===== src/rtl/pollPkg.sv =====
package pollPkg;
  localparam int STAT_BIT = 7;  // completion bit in status byte
  localparam int TOUT_BIT = 5;  // timeout flag in status byte

  typedef enum logic [1:0] {
    ST_IDLE,
    ST_POLL,
    ST_RECHK,
    ST_CONF
  } pollState_t;

  typedef struct packed {
    logic load;
    logic cntInc;
    logic finPass;
    logic finFail;
  } pollStrobe_t;
endpackage


===== src/rtl/pollCtrl.sv =====
module pollCtrl
  import pollPkg::*;
(
  input  logic        clk,
  input  logic        rstN,
  input  logic        startI,
  input  logic        rdValidI,
  input  logic        dq7Match,
  input  logic        dq5Set,
  input  logic        limitHit,
  output pollStrobe_t strb,
  output logic        busyO,
  output logic        rdReqO
);
  pollState_t state, nextState;
  logic accept;

  assign busyO  = (state != ST_IDLE);
  assign rdReqO = busyO;
  assign accept = rdReqO && rdValidI;

  always_comb begin
    nextState = state;
    strb      = '0;
    unique case (state)
      ST_IDLE: begin
        if (startI) begin
          strb.load = 1'b1;
          nextState = ST_POLL;
        end
      end
      ST_POLL: begin
        if (accept) begin
          if (dq7Match) begin
            nextState = ST_CONF;
          end else if (dq5Set) begin
            nextState = ST_RECHK;
          end else if (limitHit) begin
            strb.finFail = 1'b1;
            nextState    = ST_IDLE;
          end else begin
            strb.cntInc = 1'b1;
          end
        end
      end
      ST_RECHK: begin
        if (accept) begin
          if (dq7Match) begin
            nextState = ST_CONF;
          end else begin
            strb.finFail = 1'b1;
            nextState    = ST_IDLE;
          end
        end
      end
      ST_CONF: begin
        if (accept) begin
          strb.finPass = 1'b1;
          nextState    = ST_IDLE;
        end
      end
      default: nextState = ST_IDLE;
    endcase
  end

  always_ff @(posedge clk or negedge rstN) begin
    if (!rstN) state <= ST_IDLE;
    else       state <= nextState;
  end
endmodule


===== src/rtl/pollData.sv =====
module pollData
  import pollPkg::*;
#(
  parameter int DATA_W    = 8,
  parameter int ADDR_W    = 20,
  parameter int MAX_POLLS = 16
) (
  input  logic              clk,
  input  logic              rstN,
  input  pollStrobe_t       strb,
  input  logic [DATA_W-1:0] expDataI,
  input  logic [ADDR_W-1:0] addrI,
  input  logic [DATA_W-1:0] rdDataI,
  output logic              dq7Match,
  output logic              dq5Set,
  output logic              limitHit,
  output logic [ADDR_W-1:0] rdAddrO,
  output logic              doneO,
  output logic              passO,
  output logic              failO,
  output logic [DATA_W-1:0] dataO
);
  localparam int CNT_W = (MAX_POLLS > 1) ? $clog2(MAX_POLLS) : 1;

  logic expBit;
  logic [ADDR_W-1:0] addrReg;

  assign dq7Match = (rdDataI[STAT_BIT] == expBit);
  assign dq5Set   = rdDataI[TOUT_BIT];
  assign rdAddrO  = addrReg;

  generate
    if (MAX_POLLS > 0) begin : gLimit
      logic [CNT_W-1:0] pollCnt;
      always_ff @(posedge clk or negedge rstN) begin
        if (!rstN)            pollCnt <= '0;
        else if (strb.load)   pollCnt <= '0;
        else if (strb.cntInc) pollCnt <= pollCnt + 1'b1;
      end
      assign limitHit = (pollCnt == CNT_W'(MAX_POLLS - 1));
    end else begin : gNoLimit
      assign limitHit = 1'b0;
    end
  endgenerate

  always_ff @(posedge clk or negedge rstN) begin
    if (!rstN) begin
      expBit  <= 1'b0;
      addrReg <= '0;
      doneO   <= 1'b0;
      passO   <= 1'b0;
      failO   <= 1'b0;
      dataO   <= '0;
    end else begin
      doneO <= strb.finPass || strb.finFail;
      if (strb.load) begin
        expBit  <= expDataI[STAT_BIT];
        addrReg <= addrI;
        passO   <= 1'b0;
        failO   <= 1'b0;
      end
      if (strb.finPass || strb.finFail) begin
        passO <= strb.finPass;
        failO <= strb.finFail;
        dataO <= rdDataI;
      end
    end
  end
endmodule


===== src/rtl/pollChecker.sv =====
module pollChecker
  import pollPkg::*;
#(
  parameter int DATA_W    = 8,
  parameter int ADDR_W    = 20,
  parameter int MAX_POLLS = 16
) (
  input  logic              clk,
  input  logic              rstN,
  input  logic              startI,
  input  logic [DATA_W-1:0] expDataI,
  input  logic [ADDR_W-1:0] addrI,
  output logic              rdReqO,
  output logic [ADDR_W-1:0] rdAddrO,
  input  logic              rdValidI,
  input  logic [DATA_W-1:0] rdDataI,
  output logic              busyO,
  output logic              doneO,
  output logic              passO,
  output logic              failO,
  output logic [DATA_W-1:0] dataO
);
  pollStrobe_t strb;
  logic dq7Match, dq5Set, limitHit;

  pollCtrl uCtrl (
    .clk(clk), .rstN(rstN), .startI(startI), .rdValidI(rdValidI),
    .dq7Match(dq7Match), .dq5Set(dq5Set), .limitHit(limitHit),
    .strb(strb), .busyO(busyO), .rdReqO(rdReqO)
  );

  pollData #(.DATA_W(DATA_W), .ADDR_W(ADDR_W), .MAX_POLLS(MAX_POLLS)) uData (
    .clk(clk), .rstN(rstN), .strb(strb), .expDataI(expDataI), .addrI(addrI),
    .rdDataI(rdDataI), .dq7Match(dq7Match), .dq5Set(dq5Set), .limitHit(limitHit),
    .rdAddrO(rdAddrO), .doneO(doneO), .passO(passO), .failO(failO), .dataO(dataO)
  );
endmodule


===== config.mk =====
export PLATFORM = sky130hd
export DESIGN_NAME = pollChecker
export DESIGN_NICKNAME = d
export VERILOG_FILES = /design/src/rtl/pollPkg.sv /design/src/rtl/pollCtrl.sv /design/src/rtl/pollData.sv /design/src/rtl/pollChecker.sv
export SDC_FILE = /design/constraint.sdc
export NUM_CORES = 1
export LEC_CHECK = 0
export BUFFER_PORTS_ARGS = -buffer_cell sky130_fd_sc_hd__buf_2
export CORE_MARGIN = 2
export CORE_UTILIZATION = 47
export DETAILED_ROUTE_END_ITERATION = 6
export PLACE_DENSITY = 0.79
export SLEW_MARGIN = 40
export SYNTH_ARGS = -nofsm -noshare
export SYNTH_HDL_FRONTEND = slang
export SYNTH_HIERARCHICAL = 1
export SYNTH_SLANG_ARGS = --single-unit

===== constraint.sdc =====
create_clock -name clk -period 2.6 [get_ports clk]
set_clock_uncertainty 0.2 [all_clocks]
set_input_delay 0.52 -clock clk [delete_from_list [all_inputs] [get_ports clk]]
set_output_delay 0.52 -clock clk [all_outputs]
set_load 0.03 [all_outputs]

==> impl_results.md, run 1 <==
- M1 WL: 1260 um
- Die Area: 4070 sq um
- CP max stage delay: 0.44 ns
- Clk sinks: 38
- Worst EP required: 2.62 ns
- PD cells: 1320 nW/um^2
- Pin count of the biggest net entering global routing: 39
- DRT iter0 DRCs: 36
- Mux cell area share after synthesis: 20.7%
- DR vias: 1174
- Core area: 3390 sq um
- Critical R2R Launch: uCtrl/state[0]
- Setup crit start kind: flop
- Port Buffers: 65
- DRT Wirelength: 3320 um
- Critical path cell sequence: inv_1 -> ha_1 -> nand2b_1 -> nor4b_1 -> buf_4 -> nor2_4 -> mux2_2
- Die H: 63.8 um
- First-pass GRT wire length: 5660 um
- Xor/xnor share of the synthesized area: 1.04%
- RR Endpoint: uData/dataO[4]
- HP Start: rdDataI[0]
- GRT Total Usage: 18.2%
- Io pins: 73
- Worst reg2reg setup slack: 0.33 ns
- Setup TNS: 0 ns
- Final hold vios: 0
- Sequential share of the synthesized area: 56.5%
- Setup crit end kind: flop
- CTS tree: built
- Register bit total from synthesis: 38
- Max-cap violations: 0
- Max VDD drop: 699 uV
- Final setup violating endpoints: 0
- Clock Latency Late Sink: 0.34 ns
- Initial antenna violation count: 0
- Slew margin rel.: 69.2%
- Crit Path Max Fanout: 9
- DR WL met3: 258 um
- Fmax: 441 MHz
- Nets: 235
- Adder-Cell Fraction of Synth Area: 3.72%
- Overall power: 2.78 mW
- Synth Area in Compound Gates: 6.39%
- Area growth syn-to-layout: 25.6%
- Worst slew pin tran: 0.462 ns
- Vias in the first global route: 1282
- Register-to-Register Path Depth: 7
- Post-CTS sizing: 0
- Netlist area before placement: 1680 sq um
- Final worst-path cycle share: 87.2%
- Final slew viol count: 0
- Die width: 63.8 um
- Largest family of logic cells by synthesized area: multiplexers
- WP data arrival: 2.29 ns
- DRT Pass-1 Iters: 3
- Clk buf depth: 2
- Fraction of final layout cells sized beyond drive strength 1: 60.8%
- Syn Area/Cell: 14.3 sq um
- Yosys warning total: 6
- Initial Utilization: 49.6%
- Unrepaired setup endpoints after global routing: no
- Overflow after GRT: 0
- Diodes inserted: 0
- Endpoint, Worst Hold: uData/dataO[0]
- Uppermost routed layer: met4
- Root buffer cell: clkbuf_4
- Avg WL per Cell: 14.1 um
- Remaining antenna violation count after routing: 0
- Via density: 5.00
- Worst setup path class: reg -> reg
- Met2 WL post-DR: 1720 um
- Outcome: complete, no violations
- Clock transition at the registers of the reported paths: 0.11 ns
- TritonCTS Buffers: 5
- Synth unique cells: 27
- Mapped Cells: 118
- Tmin final: 2.27 ns
- LEAKAGE: 1.08 nW
- Util after Layout: 62.3%
- FP Rows: 21
- GPL Wtd Cong: 0.855
- Simple-Gate Fraction of Synth Area: 7.21%
- Slowest library cell on the worst path: dfrtp_1
- HP Class: in -> reg
- Hold Path Cell Cnt: 2
- Residual DRC: 0
- Post-DP HPWL: 2470 um
- Net count after synthesis: 163
- H-tree depth: 2
## per-stage QoR
stage	worst slack [ns]	hold slack, ns	instance area [sq um]	cells
global route	0.230	0.180	2110	235
floorplan	0.335	0.0244	1680	118
finish	0.332	0.209	2110	235
CTS	0.330	0.0801	2100	234
global placement	0.420	0.259	2050	228
detailed placement	0.351	0.272	2050	228
## worst max-delay path by stage
stage                              start  slack (ns)              to  depth (start not counted)
after floorplan           uCtrl/state[0]        0.34  uData/dataO[0]                          6
after global placement        rdDataI[7]        0.42  uData/dataO[5]                          6
after detailed placement  uCtrl/state[0]        0.35  uData/dataO[4]                          7
after CTS                 uCtrl/state[0]        0.33  uData/dataO[4]                          7
after global routing      uCtrl/state[0]        0.23  uData/dataO[4]                          7
final                     uCtrl/state[0]        0.33  uData/dataO[4]                          7
## sequential cells by signal (all words and copies together) (netlist names)
signal,flops
uData/expBit,1
uData/dataO,8
uData/gLimit.pollCnt,4
uData/passO,1
uData/doneO,1
uData/rdAddrO,20
uCtrl/state,2
uData/failO,1
## what timing repair did
item,CTS,global route
hold endpoints to repair,0,38
hold buffers,0,1
buffers inserted,0,0
## power by group
group          switching [mW]  leakage [nW]  internal, mW
sequential              0.139         0.465         0.855
clock                   0.177        0.0302         0.122
combinational           0.911         0.585         0.576
total                    1.23          1.08          1.55
## placed cells by master (no fill, tap or decap), drive strengths merged
master and n:
o2bb2ai 1, a21bo 1, buf 69, a2bb2oi 1, a21o 2, and3 2
nor4b 2, dlygate4sd3 1, o21ai 1, nand2b 1, ha 5, nand3b 1
a211oi 1, nand4 1, nor2 9, xnor2 2, a21oi 3, clkbuf 6
dfrtp 38, or3 1, a221oi 1, nor2b 2, inv 7, mux2i 1
mux2 30
## Yosys cell counts, drive strengths merged
master    n  area share (%)
dfrtp    38              57
mux2     30              20
nor2      9             2.5
inv       7             1.6
buf       5             2.9
ha        5             3.7
a21oi     3            0.89
a21o      2            0.89
and3      2            0.74
nor2b     2            0.74
nor4b     2             1.4
xnor2     2             1.0
a211oi    1            0.74
a21bo     1            0.59
a221oi    1             1.6
a2bb2oi   1            0.89
mux2i     1            0.59
nand2b    1            0.37
nand3b    1            0.45
nand4     1            0.37
o21ai     1            0.30
o2bb2ai   1            0.52
or3       1            0.67
## layer usage
layer | vias up | track usage, %
li1 | 546 | -
met1 | 573 | 18.6
met2 | 47 | 32.7
met3 | 8 | 6.69
met4 | 0 | 8.15
met5 | - | 0
## cells by family (layout without fill, tap and decap cells)
group	count (synthesis)	count (layout)
DFF	38	38
and+or+nand+nor	19	19
buffers and inverters	12	83
AOI/OAI and AO/OA	11	11
xor gates and xnor gates	2	2
muxes	31	31
adders and majority gates	5	5
## cell type report
cell class	instances	area, sq um
Sequential cell	38	951
Clock buffer	6	51.3
Multi-Input combinational cell	68	659
Tap cell	46	57.6
Timing Repair Buffer	70	368
Inverter	7	26.3
Fill cell	277	1280
## worst max-delay path: cells and delay by family, from the launching register on
kind | cells | cell delay [ns]
simple gates | 3 | 0.58
flops | 1 | 0.44
mux | 1 | 0.37
fa+ha+maj | 1 | 0.29
buf+inv | 2 | 0.28
Power figures use the tool's default switching activity.
==> run 2: changes to the inputs <==
Settings changed: CTS_BUF_LIST from default to sky130_fd_sc_hd__clkbuf_16.
==> run 2 against run 1 <==
Against the previous run:
- register-to-register slack improved by 0.02 ns
- flip-flop and latch count did not move
- count of clock-buffer cells in the layout fell by 1
- cell count fell by 0.43%
- total power rose by 8.8%
- combinational power barely moved
- worst setup slack improved by 0.017 ns
- critical path type unchanged
- critical endpoint is now uData/dataO[1]
==> impl_results.md, run 2 (synthesized netlist as in run 1, its figures left out) <==
- Final worst-path cycle share: 86.6% (was 87.2%)
- Combinational share of power: 49.2% (was 53.5%)
- Via density: 5.00 (about the same)
- Io pins: 73 (unchanged)
- Clock network power share: 17.8% (was 10.7%)
- Clk sinks: 38 (unchanged)
- Most frequent cells in the layout: buf_2, dfrtp_1, mux2_2 (unchanged)
- Multi-input logic area: 659 sq um (unchanged)
- LEAKAGE: 1.11 nW (was 1.08 nW)
- Die H: 63.8 um (unchanged)
- Clock Latency Late Sink: 0.27 ns (was 0.34 ns)
- Root buffer cell: clkbuf_16 (was clkbuf_4)
- WP data arrival: 2.20 ns (was 2.29 ns)
- Residual DRC: 0 (unchanged)
- Area growth syn-to-layout: 29.6% (was 25.6%)
- Final hold vios: 0 (unchanged)
- Pin count of the biggest net entering global routing: 39 (unchanged)
- Post-DP HPWL: 2470 um (unchanged)
- Post-CTS Repair Setup Buffers: 0 (unchanged)
- Outcome: complete, no violations (unchanged)
- Clk buf depth: 2 (unchanged)
- TritonCTS Buffers: 5 (unchanged)
- Worst EP required: 2.55 ns (was 2.62 ns)
- Crit Path Max Fanout: 9 (unchanged)
- Placed Cells: 228 (unchanged)
- Slew margin rel.: 69.1% (was 69.2%)
- Fmax: 444 MHz (was 441 MHz)
- Final setup violating endpoints: 0 (unchanged)
- Tmin final: 2.25 ns (was 2.27 ns)
- GPL Wtd Cong: 0.855 (unchanged)
- Overall power: 3.02 mW (was 2.78 mW)
- Remaining antenna violation count after routing: 0 (unchanged)
- Register Area: 951 sq um (unchanged)
- Critical R2R Launch: uCtrl/state[0] (unchanged)
- Fraction of final layout cells sized beyond drive strength 1: 60.6% (was 60.8%)
- Max reg flops: 20 (unchanged)
- Int Power: 1.77 mW (was 1.55 mW)
- Nets: 234 (was 235)
- PD cells: 1390 nW/um^2 (was 1320 nW/um^2)
- First-pass GRT wire length: 5680 um (was 5660 um)
- Commonest non-fill, non-tap cell in the layout: buf_2 (unchanged)
- Setup crit start kind: flop (unchanged)
- Clock transition at the registers of the reported paths: 0.05 ns (was 0.11 ns)
- Port Buffers: 65 (unchanged)
- Seq pwr share: 33.0% (was 35.8%)
- Setup TNS: 0 ns (unchanged)
- Die Area: 4070 sq um (unchanged)
- Vias in the first global route: 1291 (was 1282)
- Hold_buf cts: 0 (unchanged)
- Worst setup path startpoint: uCtrl/state[0] (unchanged)
- Unrepaired setup endpoints after global routing: no (unchanged)
- H-tree depth: 2 (unchanged)
- Util after Layout: 64.3% (was 62.3%)
- Max VDD drop: 806 uV (was 699 uV)
- Switching power: 1.25 mW (was 1.23 mW)
- Initial antenna violation count: 0 (unchanged)
- HP Class: in -> async (was in -> reg)
- FP Rows: 21 (unchanged)
- Overflow after GRT: 0 (unchanged)
- Worst setup path class: reg -> reg (unchanged)
- Worst slew pin tran: 0.464 ns (was 0.462 ns)
- Final slew viol count: 0 (unchanged)
- Setup crit end kind: flop (unchanged)
- Diodes inserted: 0 (unchanged)
- Worst reg2reg setup slack: 0.35 ns (was 0.33 ns)
- DR vias: 1170 (was 1174)
- GRT Total Usage: 18.3% (was 18.2%)
- # fillers: 263 (was 277)
- Die width: 63.8 um (unchanged)
- CTS tree: built (unchanged)
- Post-CTS sizing: 0 (unchanged)
- DRT Wirelength: 3310 um (was 3320 um)
- Initial Utilization: 49.6% (unchanged)
- Non-filler cells, final: 234 (was 235)
- Net Sw Frac: 41.3% (was 44.1%)
- Core area: 3390 sq um (unchanged)
- DRT iter0 DRCs: 33 (was 36)
- DRT Pass-1 Iters: 4 (was 3)
- Avg WL per Cell: 14.1 um (about the same)
- Max-cap violations: 0 (unchanged)
==> run 2: cell types whose count changed in the layout (fill, tap and decap cells not counted), sizes merged <==
| cell | before | now |
|---|---|---|
| clkinv | 0 | 1 |
| dlygate4sd3 | 1 | 0 |
| clkbuf | 6 | 5 |
==> run 2: final timing paths <==
path / endpoint / depth (start not counted)
max: uData/dataO[1] / 7
min: uData/rdAddrO[0] / 1
max reg2reg: uData/dataO[1] / 7
min reg2reg: uData/failO / 1
max in group asynchronous: uData/rdAddrO[18] / 1
min in group clk: uData/failO / 1
==> run 2: metal layers <==
layer  track usage [%]  vias to the layer above  wire, um
met5                 0                        -         0
li1                  -                      546         -
met1              18.1                      571      1220
met2              33.3                       47      1770
met4              9.78                        0        67
met3              6.16                        6       245
==> run 2: through the flow <==
step           hold slack [ns]  setup slack (ns)  area [sq um]
2_1_floorplan           0.0244             0.335          1680
4_1_cts                  0.176             0.344          2180
6_report               0.00530             0.349          2180
5_1_grt                 0.0383             0.243          2180
3_5_place_dp             0.272             0.351          2050
3_3_place_gp             0.259             0.420          2050
==> run 2: final cells by class <==
| class | instances | share of cell area, % |
|---|---|---|
| Clock buffer | 5 | 5.74 |
| Tap cell | 46 | 2.64 |
| Sequential cell | 38 | 43.6 |
| Multi-Input combinational cell | 68 | 30.2 |
| Inverter | 7 | 1.20 |
| Clock inverter | 1 | 0.172 |
| Timing Repair Buffer | 69 | 16.4 |
==> run 2: power groups by stage <==
| stage | combinational (mW) | sequential [mW] | clock, mW |
|---|---|---|---|
| detailed placement | 1.50 | 1.00 | 0 |
| global placement | 1.45 | 0.986 | 0 |
| CTS | 1.50 | 1.00 | 0.555 |
| floorplan | 0.648 | 1.47 | 0 |
| global route | 1.58 | 1.03 | 0.585 |
| finish | 1.49 | 0.998 | 0.539 |
==> run 2: worst max-delay path: stages (launching register included) <==
cell and delay (ns):
dfrtp_1 0.42, inv_1 0.11, ha_1 0.29, nand2b_1 0.25, nor4b_1 0.08, buf_4 0.17, nor2_4 0.25, mux2_2 0.38
